`config.mk`:
```
export PLATFORM = sky130hd
export DESIGN_NAME = asram_port
export DESIGN_NICKNAME = d
export VERILOG_FILES = /design/src/rtl/asram_pkg.sv /design/src/rtl/asram_seq.sv /design/src/rtl/asram_pins.sv /design/src/rtl/asram_port.sv
export SDC_FILE = /design/constraint.sdc
export NUM_CORES = 1
export LEC_CHECK = 0
export BUFFER_PORTS_ARGS = -buffer_cell sky130_fd_sc_hd__buf_2
export CORE_UTILIZATION = 45
export CTS_CLUSTER_DIAMETER = 150
export DETAILED_ROUTE_END_ITERATION = 16
export PLACE_DENSITY = 0.79
export SETUP_SLACK_MARGIN = 0.05
export SLEW_MARGIN = 20
export SYNTH_ARGS = -nofsm -noshare
export SYNTH_HDL_FRONTEND = slang
export SYNTH_SLANG_ARGS = --single-unit
```
`constraint.sdc`:
```
create_clock -name clk -period 1.5 [get_ports clk]
set_input_delay 0.15 -clock clk [delete_from_list [all_inputs] [get_ports clk]]
set_output_delay 0.15 -clock clk [all_outputs]
set_load 0.005 [all_outputs]
```
`src/rtl/asram_pkg.sv`:
```
`timescale 1ns/1ps
package asram_pkg;
  typedef enum logic [1:0] {
    OP_NONE  = 2'd0,
    OP_READ  = 2'd1,
    OP_WRITE = 2'd2
  } op_e;

  function automatic int unsigned cnt_width(input int unsigned max_cycles);
    return (max_cycles < 1) ? 1 : $clog2(max_cycles + 1);
  endfunction
endpackage

```
`src/rtl/asram_seq.sv`:
```
`timescale 1ns/1ps
// Access sequencer: owns the countdown and the kind of access in flight.
module asram_seq
  import asram_pkg::*;
#(
  parameter int RD_CYC = 2,
  parameter int WR_CYC = 2,
  parameter int BW     = 2
) (
  input  logic          clk,
  input  logic          rst,
  input  logic          rd_req,
  input  logic          wr_req,
  output logic [BW-1:0] busy,
  output op_e           op,
  output logic          take_rd,
  output logic          take_wr,
  output logic          last,
  output logic          capture,
  output logic          we_window
);
  logic idle;

  always_comb begin
    idle      = (busy == '0);
    take_wr   = idle && wr_req;
    take_rd   = idle && rd_req && !wr_req;
    last      = (busy == BW'(1));
    capture   = last && (op == OP_READ);
    we_window = (op == OP_WRITE) && (busy > BW'(1));
  end

  always_ff @(posedge clk) begin
    if (rst) begin
      busy <= '0;
      op   <= OP_NONE;
    end else if (take_wr) begin
      busy <= BW'(WR_CYC);
      op   <= OP_WRITE;
    end else if (take_rd) begin
      busy <= BW'(RD_CYC);
      op   <= OP_READ;
    end else if (!idle) begin
      busy <= busy - BW'(1);
      if (last) op <= OP_NONE;
    end
  end
endmodule

```
`src/rtl/asram_pins.sv`:
```
`timescale 1ns/1ps
// Pin-side registers: address, data, controls and read capture.
module asram_pins #(
  parameter int AW = 18,
  parameter int DW = 32
) (
  input  logic          clk,
  input  logic          rst,
  input  logic          take_rd,
  input  logic          take_wr,
  input  logic          last,
  input  logic          capture,
  input  logic          we_window,
  input  logic [AW-1:0] addr_in,
  input  logic [DW-1:0] wdata_in,
  input  logic [DW-1:0] dq_in,
  output logic [AW-1:0] addr_q,
  output logic [DW-1:0] dq_out_q,
  output logic          dq_oe_q,
  output logic          ce_n_q,
  output logic          oe_n_q,
  output logic          we_n_q,
  output logic [DW-1:0] rdata_q
);
  always_ff @(posedge clk) begin
    if (rst) begin
      addr_q   <= '0;
      dq_out_q <= '0;
      dq_oe_q  <= 1'b0;
      ce_n_q   <= 1'b1;
      oe_n_q   <= 1'b1;
    end else if (take_wr) begin
      addr_q   <= addr_in;
      dq_out_q <= wdata_in;
      dq_oe_q  <= 1'b1;
      ce_n_q   <= 1'b0;
      oe_n_q   <= 1'b1;
    end else if (take_rd) begin
      addr_q   <= addr_in;
      dq_oe_q  <= 1'b0;
      ce_n_q   <= 1'b0;
      oe_n_q   <= 1'b0;
    end else if (last) begin
      dq_oe_q  <= 1'b0;
      ce_n_q   <= 1'b1;
      oe_n_q   <= 1'b1;
    end
  end

  always_ff @(posedge clk) begin
    if (rst)          rdata_q <= '0;
    else if (capture) rdata_q <= dq_in;
  end

  // Strobe launched from the falling edge: opens half a cycle after the
  // address settles, closes half a cycle before it may move.
  always_ff @(negedge clk) begin
    if (rst) we_n_q <= 1'b1;
    else     we_n_q <= !we_window;
  end
endmodule

```
`src/rtl/asram_port.sv`:
```
`timescale 1ns/1ps
module asram_port
  import asram_pkg::*;
#(
  parameter int AW     = 18,
  parameter int DW     = 32,
  parameter int RD_CYC = 2,
  parameter int WR_CYC = 2,
  localparam int BW    = cnt_width((RD_CYC > WR_CYC) ? RD_CYC : WR_CYC)
) (
  input  logic          clk,
  input  logic          rst,
  input  logic [AW-1:0] cpu_addr,
  input  logic          cpu_rd,
  input  logic          cpu_wr,
  input  logic [DW-1:0] cpu_wdata,
  output logic [DW-1:0] cpu_rdata,
  output logic [BW-1:0] cpu_busy,
  output logic [AW-1:0] sram_addr,
  output logic [DW-1:0] sram_dq_out,
  output logic          sram_dq_oe,
  input  logic [DW-1:0] sram_dq_in,
  output logic          sram_ce_n,
  output logic          sram_oe_n,
  output logic          sram_we_n
);
  op_e  op_q;
  logic take_rd, take_wr, last, capture, we_window;

  asram_seq #(.RD_CYC(RD_CYC), .WR_CYC(WR_CYC), .BW(BW)) u_seq (
    .clk(clk), .rst(rst), .rd_req(cpu_rd), .wr_req(cpu_wr),
    .busy(cpu_busy), .op(op_q), .take_rd(take_rd), .take_wr(take_wr),
    .last(last), .capture(capture), .we_window(we_window)
  );

  asram_pins #(.AW(AW), .DW(DW)) u_pins (
    .clk(clk), .rst(rst), .take_rd(take_rd), .take_wr(take_wr),
    .last(last), .capture(capture), .we_window(we_window),
    .addr_in(cpu_addr), .wdata_in(cpu_wdata), .dq_in(sram_dq_in),
    .addr_q(sram_addr), .dq_out_q(sram_dq_out), .dq_oe_q(sram_dq_oe),
    .ce_n_q(sram_ce_n), .oe_n_q(sram_oe_n), .we_n_q(sram_we_n),
    .rdata_q(cpu_rdata)
  );
endmodule

```
=== Word level (Yosys, flattened, before mapping) ===
Index checks and enable logic that the tools add are counted.

* Output and inout bits: 88
* Logic and storage cells: 48
* Bits in registers: 90
* Bits of input ports: 86

* Add/sub/neg operators: 1
* Reduce and logical (&&, ||, !) cells: 15
* Equal/unequal tests: 5
* Muxes and demuxes: 15
* Order comparisons: 1

{| class="wikitable"
|+ Operators with widths
! cell !! count
|-
| 18-bit two-way mux || 2
|-
| 2-bit two-way mux || 7
|-
| 1-bit two-way mux || 6
|-
| 1-bit logical AND || 5
|-
| 2-bit by 1-bit equality test with 1-bit output, second input constant || 2
|-
| 2-bit AND reduction || 2
|-
| 2-bit nonzero test || 2
|-
| 3-bit inequality test, second input constant || 1
|-
| 3-bit nonzero test || 1
|-
| 3-bit OR reduction || 1
|-
| 2-bit equality test, second input constant || 1
|-
| 2-bit by 1-bit greater-than comparator with 1-bit output, second input constant || 1
|-
| 1-bit logical NOT || 2
|-
| 2-bit logical NOT || 1
|-
| 2-bit inequality test, second input constant || 1
|-
| 2-bit OR reduction || 1
|-
| 2-bit by 1-bit subtractor with 2-bit output, second input constant || 1
|}

=== Logic depth before layout (Yosys ltp) ===
Gate-level depths: netlist of the first run.

* Depth after elaboration: 5
* Depth in mapped cells: 6
* Mapped depth without buffers: 3

=== Cells and area by module ===
Synthesis of the first run repeated with hierarchy kept, for this count alone.

* Cell total of the unflattened synthesis: 327
* Area total of the unflattened synthesis: 3330.7 um2

{| class="wikitable"
|+ By module, submodules not included
! module !! instances !! sequential area each (um2) !! area each (um2) !! cells each
|-
| asram_pins || 1 || 1721.7 || 3129.3 || 302
|-
| asram_seq || 1 || 80.1 || 201.4 || 25
|}

==> key figures, run 1 <==
Floorplan
  – Boundary Pins: 174
  – Die width: 88.8 µm
  – Die area: 0.00788 mm²
  – Core Box Area: 0.00725 mm²
  – Starting density of the core: 46.7%
  – # rows: 31
  – Die Span Y: 88.8 µm

Timing
  – Slew @ Worst Pin: 0.938 ns
  – Final Skew: 0.0390 ns
  – RSZ-0062 raised after global routing: yes
  – Endpoints failing setup: 2
  – Slew Limit Fails: 0
  – Hold Vio Cnt, Final: 0
  – Slew margin rel.: 37.4%
  – Setup TNS: -0.412 ns
  – PnR worst setup slack: -0.217 ns

Power
  – PD cells: 1030 mW/mm²
  – Leak: 0.00217 µW
  – Peak supply drop: 0.712 mV

Finish
  – Antenna Cells: 0
  – Fill cell total of the finished layout: 628
  – Commonest non-fill, non-tap cell in the layout: buf_2
  – Share of layout cells above drive strength 1: 37.0%
  – Area delta synth->final: 36.0%
  – Post-layout instance area: 0.00461 mm²
  – Final Net Count: 652
  – Commonest non-fill, non-tap cells in the layout: buf_2, nand2_1, dfxtp_1, a21oi_1, nand2b_1

Logic synthesis
  – Cell variety after synth: 23
  – Sequential fraction of the synthesis area: 53.2%
  – Net Count, Synth: 484
  – Warnings, synthesis: 0
  – Syn Std Cell Area: 0.00339 mm²
  – Synth area leaders: dfxtp_1, nand2_1, a21oi_1
  – Share of the synthesized area in the top cell type: 53.2%
  – Synth Register Bits: 90
  – Post-synth EDFFs: 0
  – Synth Instances: 398
  – Main flop type after synthesis: dfxtp_1
  – Mean Syn Cell Area: 8.51 µm²
  – Leading area contributor after synthesis: dfxtp_1
  – Post-synth ARST share: 0%

Status
  – Failing checks: negative setup slack
  – Outcome: complete, but fails checks

Place
  – Final Wtd Congestion: 0.737
  – Placed cell areas: 0.00434 mm²
  – DPL Wire Length: 5490 µm
  – Port Buffers: 173

Clock network
  – # hold bufs at CTS: 0
  – # H-tree levels: 3
  – CTS tree: yes
  – CTS buffer count: 9
  – Clk sinks: 90
  – CTS root buf: clkbuf_8
  – Clock slew at reported path FFs: 0.09 ns
  – Worst-Skew Late Latency: 0.38 ns
  – Largest buffer count on any clock path: 2

Global route
  – Global-route wire length before repair: 11900 µm
  – Initial antenna violation count: 0
  – Largest net degree at the start of global routing: 107
  – Number of global-route vias before repair: 2835
  – GRT Overall Usage: 19.5%
  – GRT overflow: 0

Routing
  – Post-DR wirelength/cell: 12.1 µm
  – Final wirelength: 8100 µm
  – First drt pass iteration count: 6
  – Antenna-violating nets left: 0
  – Drt drc: 0
  – Vias per cell: 4.70
  – Starting DRT DRC Count: 91
  – Routed vias: 3149

Worst setup path
  – Crit Path Category: flop to flop
  – Worst-path maximum fanout: 2
  – CP Data Arrival Time: 1.22 ns
  – Critical path endpoint category: flop
  – Req. time, crit path: 1.00 ns
  – Setup crit start kind: flop

Run
  – Max-Cap Viols: 0

Hold path
  – Hold Path Class: input port to flop
-- final timing paths --
path                      startpoint            endpoint  slack, ns  depth (start not counted)
hold / removal        sram_dq_in[18]  u_pins.rdata_q[18]       0.03                          3
setup reg to reg         u_seq.op[1]       u_pins.we_n_q      -0.22                          2
hold reg to reg   u_pins.rdata_q[27]  u_pins.rdata_q[27]       0.45                          2
setup / recovery         u_seq.op[1]       u_pins.we_n_q      -0.22                          2
-- registers in the layout, indices dropped and copies added (netlist names) --
name             cells
u_pins.addr_q       18
u_pins.ce_n_q        1
u_pins.dq_oe_q       1
u_pins.dq_out_q     32
u_pins.oe_n_q        1
u_pins.rdata_q      32
u_pins.we_n_q        1
u_seq.busy           2
u_seq.op             2
-- repair_timing --
action	in CTS	in global routing
gates resized for setup	2	3
setup endpoints to repair	2	35
setup buffers	1	0
pin swaps	0	2
cloned	0	3
hold endpoints to repair	0	0
-- synthesized netlist by cell type, types with 2 or more instances --
cell type / number
a21oi_1: 67
a22o_1: 2
buf_2: 9
buf_4: 2
buf_6: 8
clkbuf_1: 12
dfxtp_1: 90
inv_1: 5
mux2i_1: 18
nand2_1: 130
nand2b_1: 37
nor2_1: 3
nor3_1: 2
o21ai_0: 4
-- per-layer routing --
metal | global-route usage (%) | vias to the layer above | part of all wire, %
met3 | 6.06 | 6 | 6.2
li1 | - | 1612 | -
met4 | 8.65 | 0 | 0.86
met5 | 0 | - | 0
met1 | 20.8 | 1432 | 43
met2 | 35.2 | 99 | 50
-- through the flow --
stage	power [µW]	setup WS (ns)	hold WS [ns]	utilization [%]	instances
CTS	4770	-0.217	0.0153	62.4	667
global placement	3290	-0.215	0.391	59.9	650
detailed placement	3320	-0.258	0.398	59.9	650
global route	4990	-0.250	0.0158	63.6	670
finish	4750	-0.217	0.0336	63.6	670
floorplan	3000	-0.313	0.286	-	398
-- worst max-delay path, cell delays in order, from the launching register on --
cell,delay [ns]
dfxtp_2,0.34
inv_2,0.04
or4_1,0.50
-- logic make-up (layout without fill, tap and decap cells) --
logic type / Yosys count / after routing / synth area share (%)
buffers and inverters: 36 / 209 / 6.31
AND/OR/NAND/NOR: 180 / 180 / 24.0
flip-flops: 90 / 90 / 53.2
multiplexers: 18 / 18 / 5.32
AO/OA/AOI/OAI: 74 / 74 / 11.2
-- power by group --
part           internal, µW  switching [µW]  total (µW)  leakage, µW
clock network           650             804        1450    0.0000839
logic                   374             339         713      0.00135
registers              2520            65.9        2580     0.000736
total                  3540            1210        4750      0.00217
-- final cells by class --
| type | count | area [µm²] | area share, % |
|---|---|---|---|
| clock buffers | 12 | 145 | 3.15 |
| clock inverters | 5 | 31.3 | 0.679 |
| inverters | 4 | 17.5 | 0.380 |
| multi-input cells | 272 | 1390 | 30.2 |
| flip-flops and latches | 90 | 1800 | 39.1 |
| well taps | 99 | 124 | 2.69 |
| repair buffers | 188 | 1100 | 23.8 |
No activity file was read; power rests on OpenSTA's default activity.
==> run 2: changes to the inputs <==
- CORE_ASPECT_RATIO: unset -> 2
- SETUP_SLACK_MARGIN: 0.05 -> 0.3
- SLEW_MARGIN: 20 -> unset
==> run 2 against run 1 <==
Effect of this change: the flow still finishes with violations (negative setup slack); first-iteration DRC count up 74%; critical path depth down 1; wire length up 17%; sequential power about the same; clock-buffer cell count unchanged; clock power up 54%; sequential share of layout area down 4.6 points; clock skew up 0.015 ns; power up 21%; die area up 0.27%; register-to-register slack better by 0.02 ns; largest power group unchanged.
==> key figures, run 2 (synthesis gave the netlist of run 1 again) <==
Status
  – Outcome: complete, but fails checks (unchanged)
  – Failing checks: negative setup slack (unchanged)

Finish
  – Antenna Cells: 0 (unchanged)
  – Post-layout util: 72.1% (was 63.6%)
  – Area delta synth->final: 54.6% (was 36.0%)
  – Biggest regs: u_pins.dq_out_q x32, u_pins.rdata_q x32, u_pins.addr_q x18 (unchanged)
  – Share of layout cells above drive strength 1: 49.8% (was 37.0%)
  – Storage cell area: 0.00181 mm² (was 0.00180 mm²)
  – Final Net Count: 666 (was 652)
  – Commonest non-fill, non-tap cells in the layout: buf_2, dfxtp_1, nand2_1, a21oi_1, nand2_2 (was buf_2, nand2_1, dfxtp_1, a21oi_1, nand2b_1)
  – Commonest non-fill, non-tap cell in the layout: buf_2 (unchanged)
  – Post-layout instance area: 0.00524 mm² (was 0.00461 mm²)
  – Area of the multi-input gates: 0.00163 mm² (was 0.00139 mm²)
  – Fill cell total of the finished layout: 557 (was 628)

Power
  – Psw: 1350 µW (was 1210 µW)
  – Peak supply drop: 0.688 mV (was 0.712 mV)
  – Switching Share: 23.5% (was 25.4%)
  – Internal Power: 4390 µW (was 3540 µW)
  – Part of the power in registers: 45.4% (was 54.4%)
  – Clk pwr share: 38.8% (was 30.6%)
  – Comb pwr share: 15.8% (was 15.0%)
  – Total power: 5740 µW (was 4750 µW)
  – PD cells: 1090 mW/mm² (was 1030 mW/mm²)
  – Leak: 0.00246 µW (was 0.00217 µW)

Worst setup path
  – Setup crit start kind: flop (unchanged)
  – Worst-path maximum fanout: 1 (was 2)
  – CP max-delay cell: dfxtp_1 (was or4_1)
  – Crit Path Category: flop to output port (was flop to flop)
  – Critical path's top delay family: flip-flops (was simple AND/OR/NAND/NOR gates)
  – Critical path endpoint category: output port (was flop)
  – CP Data Arrival Time: 1.56 ns (was 1.22 ns)
  – Max stage delay on crit path: 0.30 ns (was 0.50 ns)
  – Req. time, crit path: 1.35 ns (was 1.00 ns)
  – Crit path buffers/inverters: 1 (unchanged)
  – Cells along the critical path: buf_2 (was inv_2 -> or4_1)

Timing
  – Final Skew: 0.0536 ns (was 0.0390 ns)
  – PnR worst setup slack: -0.207 ns (was -0.217 ns)
  – Slew Limit Fails: 0 (unchanged)
  – Hold Vio Cnt, Final: 0 (unchanged)
  – Endpoints failing setup: 3 (was 2)
  – Slew margin rel.: 53.8% (was 37.4%)
  – RSZ-0062 raised after global routing: yes (unchanged)
  – Slew @ Worst Pin: 0.693 ns (was 0.938 ns)
  – Worst hold-check slack: 0.0512 ns (was 0.0336 ns)

Global route
  – GRT Overall Usage: 23.5% (was 19.5%)
  – Initial antenna violation count: 0 (unchanged)
  – GRT overflow: 0 (unchanged)
  – Number of global-route vias before repair: 3230 (was 2835)
  – Largest net degree at the start of global routing: 107 (unchanged)
  – Global-route wire length before repair: 14400 µm (was 11900 µm)

Floorplan
  – Starting density of the core: 46.6% (was 46.7%)
  – Die area: 0.00790 mm² (was 0.00788 mm²)
  – Die width: 63.4 µm (was 88.8 µm)
  – Die Span Y: 125 µm (was 88.8 µm)
  – # rows: 44 (was 31)
  – Core Box Area: 0.00727 mm² (was 0.00725 mm²)
  – Boundary Pins: 174 (unchanged)

Clock network
  – Largest buffer count on any clock path: 2 (unchanged)
  – Clock slew at reported path FFs: 0.06 ns (was 0.09 ns)
  – Clk sinks: 90 (unchanged)
  – CTS tree: yes (unchanged)
  – # hold bufs at CTS: 0 (unchanged)
  – Worst-Skew Late Latency: 0.38 ns (about the same)
  – CTS root buf: clkbuf_16 (was clkbuf_8)
  – CTS buffer count: 9 (unchanged)
  – # H-tree levels: 3 (unchanged)

Routing
  – Drt drc: 0 (unchanged)
  – Post-DR wirelength/cell: 14.1 µm (was 12.1 µm)
  – First drt pass iteration count: 4 (was 6)
  – Routed vias: 3352 (was 3149)
  – Starting DRT DRC Count: 158 (was 91)
  – Antenna-violating nets left: 0 (unchanged)
  – Final wirelength: 9510 µm (was 8100 µm)
  – Vias per cell: 4.96 (was 4.70)

Place
  – Placed cell areas: 0.00433 mm² (was 0.00434 mm²)
  – Final Wtd Congestion: 0.779 (was 0.737)
  – Setup WS pre-CTS: -0.256 ns (was -0.258 ns)
  – Port Buffers: 173 (unchanged)
  – DPL Wire Length: 5670 µm (was 5490 µm)

Run
  – Max-Cap Viols: 0 (unchanged)

Hold path
  – Hold Path Class: input port to flop (unchanged)
==> run 2: layout make-up <==
cell class                 instances  share of cell area (%)
timing repair buffer             202                    26.2
clock buffer                      12                    4.90
clock inverter                     4                   0.812
sequential                        90                    34.5
tap                               92                    2.20
inverter                           4                   0.334
multi-input combinational        272                    31.0
==> run 2: path summary, 6_finish.rpt <==
check	start	endpoint	slack [ns]	depth (start not counted)
min reg2reg	u_pins.rdata_q[1]	u_pins.rdata_q[1]	0.45	2
max reg2reg	u_seq.op[1]	u_pins.we_n_q	-0.20	2
max	u_pins.we_n_q	sram_we_n	-0.21	1
min	sram_dq_in[6]	u_pins.rdata_q[6]	0.05	3
==> run 2: what timing repair did <==
item                                    CTS  global route
resized for setup                        91            10
setup buffers                             8             1
cloned                                    8             1
endpoints found under the setup margin   86            88
pin swaps                                 8             5
==> run 2: per-layer routing <==
| layer | wire length [µm] | vias up | GRT usage (%) | share of wire, % |
|---|---|---|---|---|
| met5 | 0 | - | 0 | 0 |
| met2 | 5250 | 128 | 44.1 | 55 |
| met3 | 468 | 23 | 4.40 | 4.9 |
| li1 | - | 1636 | - | - |
| met1 | 3490 | 1565 | 22.8 | 37 |
| met4 | 297 | 0 | 13.4 | 3.1 |
==> run 2: metrics by stage <==
step           TNS (ns)  std cells
3_5_place_dp     -0.291        643
5_1_grt          -0.693        676
2_1_floorplan    -0.313        398
6_report         -0.414        676
3_3_place_gp     -0.229        643
4_1_cts          -0.454        674
==> run 2: power groups by stage <==
stage / Clock, µW / Combinational [µW] / Sequential [µW]
4_1_cts: 2270 / 886 / 2600
5_1_grt: 2350 / 972 / 2610
2_1_floorplan: 8.34 / 358 / 2650
3_3_place_gp: 8.34 / 658 / 2640
3_5_place_dp: 8.34 / 672 / 2640
6_report: 2230 / 905 / 2600
==> run 3: changes to the inputs <==
- PLACE_DENSITY: 0.79 -> 0.81
- SETUP_SLACK_MARGIN: 0.3 -> 0.1
==> run 3 against run 2 <==
Effect of this change: the flow still finishes with violations (negative setup slack); final cell count shrank 2.4%; global-route usage shrank 3.2 points; clock-buffer cell count shrank 2; hold slack gained 0.0047 ns; first-iteration DRC count grew 3.8%; critical endpoint is now u_pins.we_n_q; largest power group unchanged.
==> key figures, run 3 (synthesis gave the netlist of run 1 again) <==
Routing
  – Final wirelength: 7970 µm (was 9510 µm)
  – Drt drc: 0 (unchanged)
  – Starting DRT DRC Count: 164 (was 158)
  – Vias per cell: 4.82 (was 4.96)
  – Post-DR wirelength/cell: 12.1 µm (was 14.1 µm)
  – Antenna-violating nets left: 0 (unchanged)
  – First drt pass iteration count: 4 (unchanged)
  – Routed vias: 3182 (was 3352)

Place
  – DPL Wire Length: 5590 µm (was 5670 µm)
  – Final Wtd Congestion: 0.880 (was 0.779)
  – Port Buffers: 173 (unchanged)

Finish
  – Commonest non-fill, non-tap cell in the layout: buf_2 (unchanged)
  – Commonest non-fill, non-tap cells in the layout: buf_2, nand2_1, dfxtp_1, a21oi_1, nand2b_1 (was buf_2, dfxtp_1, nand2_1, a21oi_1, nand2_2)
  – Biggest regs: u_pins.dq_out_q x32, u_pins.rdata_q x32, u_pins.addr_q x18 (unchanged)
  – Post-layout util: 64.1% (was 72.1%)
  – Area of the multi-input gates: 0.00139 mm² (was 0.00163 mm²)
  – Final Net Count: 649 (was 666)
  – Storage cell area: 0.00180 mm² (was 0.00181 mm²)
  – Fill cell total of the finished layout: 643 (was 557)
  – Area delta synth->final: 37.5% (was 54.6%)
  – Share of layout cells above drive strength 1: 37.0% (was 49.8%)
  – Antenna Cells: 0 (unchanged)

Timing
  – Hold Vio Cnt, Final: 0 (unchanged)
  – Worst hold-check slack: 0.0560 ns (was 0.0512 ns)
  – Endpoints failing setup: 2 (was 3)
  – PnR worst setup slack: -0.195 ns (was -0.207 ns)
  – RSZ-0062 raised after global routing: yes (unchanged)
  – Slew margin rel.: 39.1% (was 53.8%)
  – Final Skew: 0.0534 ns (was 0.0536 ns)
  – Slew Limit Fails: 0 (unchanged)
  – Slew @ Worst Pin: 0.914 ns (was 0.693 ns)

Run
  – Max-Cap Viols: 0 (unchanged)

Clock network
  – # H-tree levels: 3 (unchanged)
  – Post-CTS setup buffers: 0 (was 8)
  – Clk sinks: 90 (unchanged)
  – CTS buffer count: 9 (unchanged)
  – Worst-Skew Late Latency: 0.38 ns (about the same)
  – CTS root buf: clkbuf_16 (unchanged)
  – # hold bufs at CTS: 0 (unchanged)
  – CTS tree: yes (unchanged)
  – Largest buffer count on any clock path: 2 (unchanged)
  – Clock slew at reported path FFs: 0.06 ns (about the same)

Hold path
  – Hold Path Class: input port to flop (unchanged)
  – Hold path startpoint: sram_dq_in[2] (was sram_dq_in[6])

Power
  – PD cells: 1160 mW/mm² (was 1090 mW/mm²)
  – Total power: 5430 µW (was 5740 µW)
  – Leak: 0.00221 µW (was 0.00246 µW)
  – Peak supply drop: 0.811 mV (was 0.688 mV)

Worst setup path
  – CP Data Arrival Time: 1.19 ns (was 1.56 ns)
  – Worst-path maximum fanout: 2 (was 1)
  – Crit path launch: u_seq.op[1] (was u_pins.we_n_q)
  – Critical path endpoint category: flop (was output port)
  – Crit Path Category: flop to flop (was flop to output port)
  – Critical R2R Launch: u_seq.op[1] (unchanged)
  – Setup crit start kind: flop (unchanged)
  – Req. time, crit path: 1.00 ns (was 1.35 ns)

Floorplan
  – Die Span Y: 125 µm (unchanged)
  – Die area: 0.00790 mm² (unchanged)
  – Core Box Area: 0.00727 mm² (unchanged)
  – Boundary Pins: 174 (unchanged)
  – Die width: 63.4 µm (unchanged)
  – # rows: 44 (unchanged)
  – Starting density of the core: 46.6% (unchanged)

Status
  – Failing checks: negative setup slack (unchanged)
  – Outcome: complete, but fails checks (unchanged)

Global route
  – Largest net degree at the start of global routing: 107 (unchanged)
  – Number of global-route vias before repair: 3047 (was 3230)
  – GRT Overall Usage: 20.3% (was 23.5%)
  – GRT overflow: 0 (unchanged)
  – Initial antenna violation count: 0 (unchanged)
  – Global-route wire length before repair: 12800 µm (was 14400 µm)
[run 3: where the power goes]
| part | switching, µW | internal [µW] | total, µW |
|---|---|---|---|
| clock | 864 | 1280 | 2150 |
| sequential | 66.3 | 2520 | 2590 |
| combinational | 333 | 361 | 694 |
| total | 1260 | 4160 | 5430 |
[run 3: per-stage QoR]
stage | instance area, µm² | instances | worst slack, ns | setup TNS (ns)
global placement | 4330 | 643 | -0.217 | -0.217
finish | 4660 | 660 | -0.195 | -0.380
detailed placement | 4330 | 643 | -0.252 | -0.269
floorplan | 3390 | 398 | -0.313 | -0.313
CTS | 4660 | 660 | -0.199 | -0.394
global route | 4660 | 660 | -0.232 | -0.436
[run 3: final cells by class]
type	instances	area share [%]
clock inverter	7	1.32
timing repair buffer	185	22.4
inverter	4	0.376
multi-input combinational	272	29.8
sequential	90	38.7
tap	92	2.47
clock buffer	10	4.91
[run 3: timing repair]
item,in CTS,in global routing
gates cloned,1,0
pin swaps,1,0
gates resized for setup,5,1
setup endpoints to repair,34,26
[run 3: layer usage]
metal  part of all wire [%]  GRT usage [%]
met4                    2.3           10.6
met3                    5.3           4.49
met1                     38           19.6
met2                     54           38.2
met5                      0              0
[run 3: worst paths after layout]
check	end	slack (ns)	cells after the start
worst min register to register	u_pins.rdata_q[0]	0.45	2
worst max register to register	u_pins.we_n_q	-0.19	2
worst min-delay path	u_pins.rdata_q[2]	0.06	3
worst max-delay path	u_pins.we_n_q	-0.19	2
[run 3: worst max-delay path, cell delays in order (launching register included)]
cell     delay (ns)
dfxtp_2        0.34
inv_2          0.04
or4_4          0.49
